--- src/rtl/sym_fold_pkg.sv ---
package sym_fold_pkg;
  // Width of the stage-length field; stage depth follows from it.
  localparam int LEN_W   = 4;
  localparam int MAX_LEN = 1 << LEN_W;

  typedef enum logic {
    OP_ADD     = 1'b0,
    OP_REV_SUB = 1'b1
  } aluOp_e;

  // Strobes from control to datapath.
  typedef struct packed {
    logic             shiftEn;
    logic [LEN_W-1:0] lenSel;
    logic             foldOdd;
    aluOp_e           aluOp;
    logic             zeroA;
    logic             zeroB;
  } strobe_t;
endpackage

--- src/rtl/sym_fold_stage.sv ---
// One programmable-length delay stage: a fixed-depth shift memory
// read at a selectable position.
module sym_fold_stage #(
  parameter  int WIDTH = 8,
  parameter  int DEPTH = 16,
  localparam int SEL_W = $clog2(DEPTH)
) (
  input  logic             clk,
  input  logic             rst,
  input  logic             shiftEn,
  input  logic [SEL_W-1:0] tapSel,
  input  logic [WIDTH-1:0] din,
  output logic [WIDTH-1:0] dout
);
  logic [WIDTH-1:0] mem [DEPTH];

  always_ff @(posedge clk) begin
    if (rst) begin
      for (int i = 0; i < DEPTH; i++) mem[i] <= '0;
    end else if (shiftEn) begin
      mem[0] <= din;
      for (int i = 1; i < DEPTH; i++) mem[i] <= mem[i-1];
    end
  end

  // Position tapSel holds the sample pushed tapSel+1 shifts ago.
  assign dout = mem[tapSel];
endmodule

--- src/rtl/sym_fold_alu.sv ---
// Pre-add unit: A+B or B-A, with either operand forced to zero.
module sym_fold_alu
  import sym_fold_pkg::*;
#(
  parameter  int WIDTH = 8,
  localparam int RES_W = WIDTH + 1
) (
  input  logic [WIDTH-1:0]        opA,
  input  logic [WIDTH-1:0]        opB,
  input  aluOp_e                  aluOp,
  input  logic                    zeroA,
  input  logic                    zeroB,
  output logic signed [RES_W-1:0] result
);
  logic signed [RES_W-1:0] extA;
  logic signed [RES_W-1:0] extB;

  always_comb begin
    extA = zeroA ? '0 : RES_W'($signed(opA));
    extB = zeroB ? '0 : RES_W'($signed(opB));
    if (aluOp == OP_REV_SUB) result = extB - extA;
    else                     result = extA + extB;
  end
endmodule

--- src/rtl/sym_fold_ctrl.sv ---
// Control: holds the stage length and fold mode, forms strobes and
// the output-valid pipeline.
module sym_fold_ctrl
  import sym_fold_pkg::*;
(
  input  logic             clk,
  input  logic             rst,
  input  logic             validIn,
  input  logic             cfgSub,
  input  logic             cfgZeroA,
  input  logic             cfgZeroB,
  input  logic [LEN_W-1:0] cfgLen,
  input  logic             cfgOdd,
  output strobe_t          strobe,
  output logic             outValid
);
  logic [LEN_W-1:0] lenReg;
  logic             oddReg;
  logic             validQ;
  logic             outValidQ;

  always_ff @(posedge clk) begin
    if (rst) begin
      lenReg    <= '0;
      oddReg    <= 1'b0;
      validQ    <= 1'b0;
      outValidQ <= 1'b0;
    end else begin
      validQ    <= validIn;
      outValidQ <= validQ;
      if (validIn) begin
        lenReg <= cfgLen;
        oddReg <= cfgOdd;
      end
    end
  end

  // A sample shifts with the geometry given alongside it; between
  // samples the held geometry applies.
  always_comb begin
    strobe.shiftEn = validIn;
    strobe.lenSel  = validIn ? cfgLen : lenReg;
    strobe.foldOdd = validIn ? cfgOdd : oddReg;
    strobe.aluOp   = aluOp_e'(cfgSub);
    strobe.zeroA   = cfgZeroA;
    strobe.zeroB   = cfgZeroB;
  end

  assign outValid = outValidQ;
endmodule

--- src/rtl/sym_fold_dp.sv ---
// Datapath: forward chain, fold, reverse chain, pre-add units and
// registered pair outputs.
module sym_fold_dp
  import sym_fold_pkg::*;
#(
  parameter  int DATA_W    = 8,
  parameter  int NUM_PAIRS = 8,
  localparam int OUT_W     = DATA_W + 1
) (
  input  logic                       clk,
  input  logic                       rst,
  input  strobe_t                    strobe,
  input  logic [DATA_W-1:0]          dataIn,
  output logic [NUM_PAIRS*OUT_W-1:0] preAdd
);
  logic [DATA_W-1:0] fwdIn  [NUM_PAIRS];
  logic [DATA_W-1:0] fwdOut [NUM_PAIRS];
  logic [DATA_W-1:0] revIn  [NUM_PAIRS];
  logic [DATA_W-1:0] revOut [NUM_PAIRS];
  logic signed [OUT_W-1:0] aluRes [NUM_PAIRS];
  logic [OUT_W-1:0]        pairQ  [NUM_PAIRS];

  // Forward chain
  for (genvar k = 0; k < NUM_PAIRS; k++) begin : g_fwd
    if (k == 0) begin : g_head
      assign fwdIn[k] = dataIn;
    end else begin : g_link
      assign fwdIn[k] = fwdOut[k-1];
    end
    sym_fold_stage #(.WIDTH(DATA_W), .DEPTH(MAX_LEN)) u_stage (
      .clk    (clk),
      .rst    (rst),
      .shiftEn(strobe.shiftEn),
      .tapSel (strobe.lenSel),
      .din    (fwdIn[k]),
      .dout   (fwdOut[k])
    );
  end

  // Reverse chain; the odd fold skips the last forward stage.
  for (genvar j = 0; j < NUM_PAIRS; j++) begin : g_rev
    if (j == 0) begin : g_fold
      assign revIn[j] = strobe.foldOdd ? fwdIn[NUM_PAIRS-1] : fwdOut[NUM_PAIRS-1];
    end else begin : g_link
      assign revIn[j] = revOut[j-1];
    end
    sym_fold_stage #(.WIDTH(DATA_W), .DEPTH(MAX_LEN)) u_stage (
      .clk    (clk),
      .rst    (rst),
      .shiftEn(strobe.shiftEn),
      .tapSel (strobe.lenSel),
      .din    (revIn[j]),
      .dout   (revOut[j])
    );
  end

  // Pair forward tap k with the mirrored reverse tap
  for (genvar k = 0; k < NUM_PAIRS; k++) begin : g_pair
    sym_fold_alu #(.WIDTH(DATA_W)) u_alu (
      .opA   (fwdOut[k]),
      .opB   (revOut[NUM_PAIRS-1-k]),
      .aluOp (strobe.aluOp),
      .zeroA (strobe.zeroA),
      .zeroB (strobe.zeroB),
      .result(aluRes[k])
    );

    always_ff @(posedge clk) begin
      if (rst) pairQ[k] <= '0;
      else     pairQ[k] <= aluRes[k];
    end

    assign preAdd[k*OUT_W +: OUT_W] = pairQ[k];
  end
endmodule

--- src/rtl/sym_fold_preadd.sv ---
// Top: folded symmetric pre-add front end.
module sym_fold_preadd
  import sym_fold_pkg::*;
#(
  parameter  int DATA_W    = 8,
  parameter  int NUM_PAIRS = 8,
  localparam int OUT_W     = DATA_W + 1
) (
  input  logic                       clk,
  input  logic                       rst,
  input  logic                       validIn,
  input  logic [DATA_W-1:0]          dataIn,
  input  logic                       cfgSub,
  input  logic                       cfgZeroA,
  input  logic                       cfgZeroB,
  input  logic [LEN_W-1:0]           cfgLen,
  input  logic                       cfgOdd,
  output logic [NUM_PAIRS*OUT_W-1:0] preAdd,
  output logic                       outValid
);
  strobe_t strobe;

  sym_fold_ctrl u_ctrl (
    .clk     (clk),
    .rst     (rst),
    .validIn (validIn),
    .cfgSub  (cfgSub),
    .cfgZeroA(cfgZeroA),
    .cfgZeroB(cfgZeroB),
    .cfgLen  (cfgLen),
    .cfgOdd  (cfgOdd),
    .strobe  (strobe),
    .outValid(outValid)
  );

  sym_fold_dp #(.DATA_W(DATA_W), .NUM_PAIRS(NUM_PAIRS)) u_dp (
    .clk   (clk),
    .rst   (rst),
    .strobe(strobe),
    .dataIn(dataIn),
    .preAdd(preAdd)
  );
endmodule

--- config.mk ---
export PLATFORM = sky130hd
export DESIGN_NAME = sym_fold_preadd
export DESIGN_NICKNAME = d
export VERILOG_FILES = /design/src/rtl/sym_fold_pkg.sv /design/src/rtl/sym_fold_stage.sv /design/src/rtl/sym_fold_alu.sv /design/src/rtl/sym_fold_ctrl.sv /design/src/rtl/sym_fold_dp.sv /design/src/rtl/sym_fold_preadd.sv
export SDC_FILE = /design/constraint.sdc
export NUM_CORES = 2
export LEC_CHECK = 0
export CAP_MARGIN = 10
export CORE_MARGIN = 3
export CORE_UTILIZATION = 68
export DETAILED_ROUTE_END_ITERATION = 8
export GPL_TIMING_DRIVEN = 0
export HOLD_SLACK_MARGIN = 0.12
export PLACE_DENSITY = 0.85
export SLEW_MARGIN = 20
export SYNTH_ARGS = -nofsm -noshare
export SYNTH_HDL_FRONTEND = slang
export SYNTH_SLANG_ARGS = --single-unit
--- constraint.sdc ---
create_clock -name clk -period 161.8 [get_ports clk]
set_clock_uncertainty 0.2 [all_clocks]
set_input_delay 16.18 -clock clk [delete_from_list [all_inputs] [get_ports clk]]
set_output_delay 16.18 -clock clk [all_outputs]
set_load 0.01 [all_outputs]
==> flow_summary.json <==
{
  "ys_warn_count": 0,
  "numPortBuffers": 86,
  "syn_nets": 7051,
  "die_y_um": 386.8,
  "whs_endpoint": "u_dp.g_fwd[3].u_stage.mem[15][4]",
  "routed_wl_um": 356500,
  "insertion_delay_ns": 0.86,
  "drive_above_1_share_pct": 13.38,
  "grt_first_pass_wirelength_um": 492100,
  "synth_edf_count": 2048,
  "pwr_density_cell_nw_per_um2": 12.69,
  "numCtsBuffers": 207,
  "finalSetupViolations": 0,
  "final_cell_count_no_fill": 9422,
  "synth_top_area_share_pct": 62.36,
  "antenna_left": 0,
  "rsz0062_at_grt": "no",
  "dp_cells": 8990,
  "clk_pin_slew_worst_paths_ns": 0.06,
  "drt_iter0_drc": 12790,
  "path_class": "input port to register",
  "yosys_most_used_dff": "edfxtp_1",
  "r2r_start": "u_ctrl.lenReg[2]",
  "postCtsSetupBuffers": 0,
  "place_congestion": 1.061,
  "required_ns": 162.27,
  "fin_crit_ns": 24.54,
  "cts_resized": 0,
  "relSlewSlack_pct": 10.17,
  "synth_area_per_cell_um2": 14.19,
  "root_buffer": "clkbuf_16",
  "cp-end-kind": "register",
  "wl_per_cell_um": 37.84,
  "r2r_end": "u_dp.pairQ[0][16]",
  "min_path_type": "register to register",
  "synthCells": 6952,
  "synth.largest_area_cell": "edfxtp_1",
  "worstMarginPinSlew_ns": 1.333,
  "viasPerCell": 7.169,
  "cts_sinks": 2127,
  "rrSetupSlack_ns": 152.85,
  "start_util_pct": 68.57,
  "dieArea_um2": 149600,
  "antenna_found_initial": 38,
  "dr.pass1.iters": 6,
  "fin_crit_sh_pct": 15.17,
  "most-common-layout-cells": "2048 x edfxtp_1, 1236 x and2_1, 826 x nor2b_1, 564 x nand2_1, 398 x mux4_2",
  "yosys-top-cells-area": "edfxtp_1 62%, mux4_2 9.1%, and2_1 7.8%",
  "grt_max_degree": 63,
  "path_max_fanout": 10,
  "io_pins": 92,
  "cap_violations": 0,
  "synth_area_um2": 98620,
  "worstHoldStart": "u_dp.g_fwd[3].u_stage.mem[14][4]",
  "seq_area_frac_synth_pct": 63.96,
  "cp-start-kind": "input port",
  "gr-total-overflow": 0,
  "htree_levels": 4,
  "slew_viol_final": 0,
  "rr_worst_depth": 20,
  "area_growth_pct": 11.76,
  "core_area_um2": 143800,
  "vias": 67540,
  "drc_errors": 0,
  "whs_path_depth": 1,
  "clock_path_buffers": 3,
  "layout.nets": 7396,
  "rows": 139,
  "die_w_um": 386.8,
  "hold_buffers": 0,
  "cts_tree": "yes",
  "first_global_vias": 64140,
  "async_reset_ff_share_pct": 0,
  "tns_ns": 0,
  "dp_hpwl_um": 251300,
  "globalRouteTotalUtil_pct": 47.66,
  "status": "complete, no violations",
  "p_leak_nw": 41.34,
  "hold_viol_final": 0,
  "vdd_drop_max_mv": 0.01270,
  "arrival_ns": 25.01,
  "synth_cell_type_count": 73,
  "timing.fmax_mhz": 40.75,
  "ys_ff_latch": 2127,
  "final_common_cell": "edfxtp_1"
}
registers in the layout (all words and copies together), names as in the netlist:
name	flops
u_ctrl.lenReg	4
u_ctrl.oddReg	1
u_ctrl.outValid	1
u_ctrl.validQ	1
u_dp.g_fwd.u_stage.mem	1024
u_dp.g_rev.u_stage.mem	1024
u_dp.pairQ	72
cell usage after synthesis, types with 5 or more instances:
cell type     n
mux2_2       23
a41oi_1       5
o21ai_0      68
buf_6        13
nor3b_1       9
o21a_1        5
clkbuf_1    317
o31ai_1       9
a211oi_1     13
buf_1        31
a32oi_1      29
nand3_1      89
a21o_1       16
nand2_1     565
o211ai_1      7
o22ai_1      17
mux2i_1     207
buf_2        75
nand4_1      22
nor3_1       55
and2_1     1236
and3_1       87
a22oi_1      22
nand2b_1     14
inv_1        79
fa_1          8
mux4_2      398
xor2_1       30
ha_1         72
dfxtp_1      79
nor2b_1     827
a31oi_1      71
edfxtp_1   2048
a311oi_1      8
buf_4        34
nor2_1      137
a21oi_1      94
a21boi_0     21
xnor2_1      42
power by group:
part           leakage [nW]  internal, mW  switching (mW)
clock network          3.38         0.277           0.224
logic                  14.7        0.0775           0.147
registers              23.3         0.650          0.0230
worst max path at each step:
stage / end / cells past startpoint / slack [ns] / start
6_report: u_dp.pairQ[0][16] / 21 / 137.26 / cfgLen[2]
5_1_grt: u_dp.pairQ[0][16] / 21 / 137.53 / cfgLen[2]
4_1_cts: u_dp.pairQ[0][16] / 21 / 137.89 / cfgLen[2]
3_5_place_dp: u_dp.pairQ[0][16] / 21 / 137.05 / cfgLen[2]
3_3_place_gp: u_dp.g_rev[5].u_stage.mem[4][5] / 4 / 77.09 / rst
2_1_floorplan: u_dp.g_fwd[0].u_stage.mem[0][0] / 4 / 98.24 / rst
cells by family (layout without fill, tap and decap cells):
family          Yosys count  in the layout  share of synthesized area [%]
fa+ha+maj                80             80                          1.076
buf+inv                 557           1084                          2.511
xor+xnor                 72             72                         0.6394
simple gates           3066           3066                          17.53
compound gates          421            421                          2.819
mux                     629            629                          11.47
other cells               0             40                              0
flops                  2127           2127                          63.96
per-stage QoR:
step | setup WS, ns | area (um^2) | util, % | hold WS [ns] | total power [mW]
6_report | 137.26 | 110200 | 76.63 | 0.3208 | 1.399
3_3_place_gp | 77.09 | 101900 | 70.82 | 0.3212 | 0.9608
5_1_grt | 137.53 | 110100 | 76.58 | 0.3288 | 1.420
3_5_place_dp | 137.05 | 103100 | 71.70 | 0.3321 | 0.8927
4_1_cts | 137.89 | 110100 | 76.53 | 0.3214 | 1.382
2_1_floorplan | 98.24 | 98620 | - | 0.2138 | 0.8438
area by class of cell:
class	instances	area (um^2)
sequential	2127	63080
fill	8270	33610
multi-input combinational	4268	33180
clock buffer	265	5593
tap	1903	2381
buffer	475	2237
timing repair buffer	136	1992
clock inverter	126	1356
inverter	82	307.8
antenna	40	100.1
per-layer routing:
metal	wire length, um	global-route usage, %	vias up
met2	150600	67.12	6638
li1	-	-	26010
met3	55300	16.25	1366
met4	33190	35.36	6
met5	39	0	-
met1	117400	62.01	33520
critical path, cell delays in order:
cell and delay [ns]:
clkdlybuf4s50_1 0.59, mux2_2 0.31, buf_2 0.44, buf_2 0.68, buf_2 0.63, buf_2 0.72, clkbuf_2 0.74, clkbuf_1 0.58
nand2_1 0.16, and3_1 0.29, a31oi_1 0.43, nor2b_1 0.55, ha_1 0.33, nor2b_1 0.13, o21ai_0 0.21, a21oi_1 0.14
o21ai_0 0.29, a21boi_0 0.18, o21ai_0 0.41, a21boi_0 0.17, nor3_1 0.75
No activity file was read; power rests on OpenSTA's default activity.
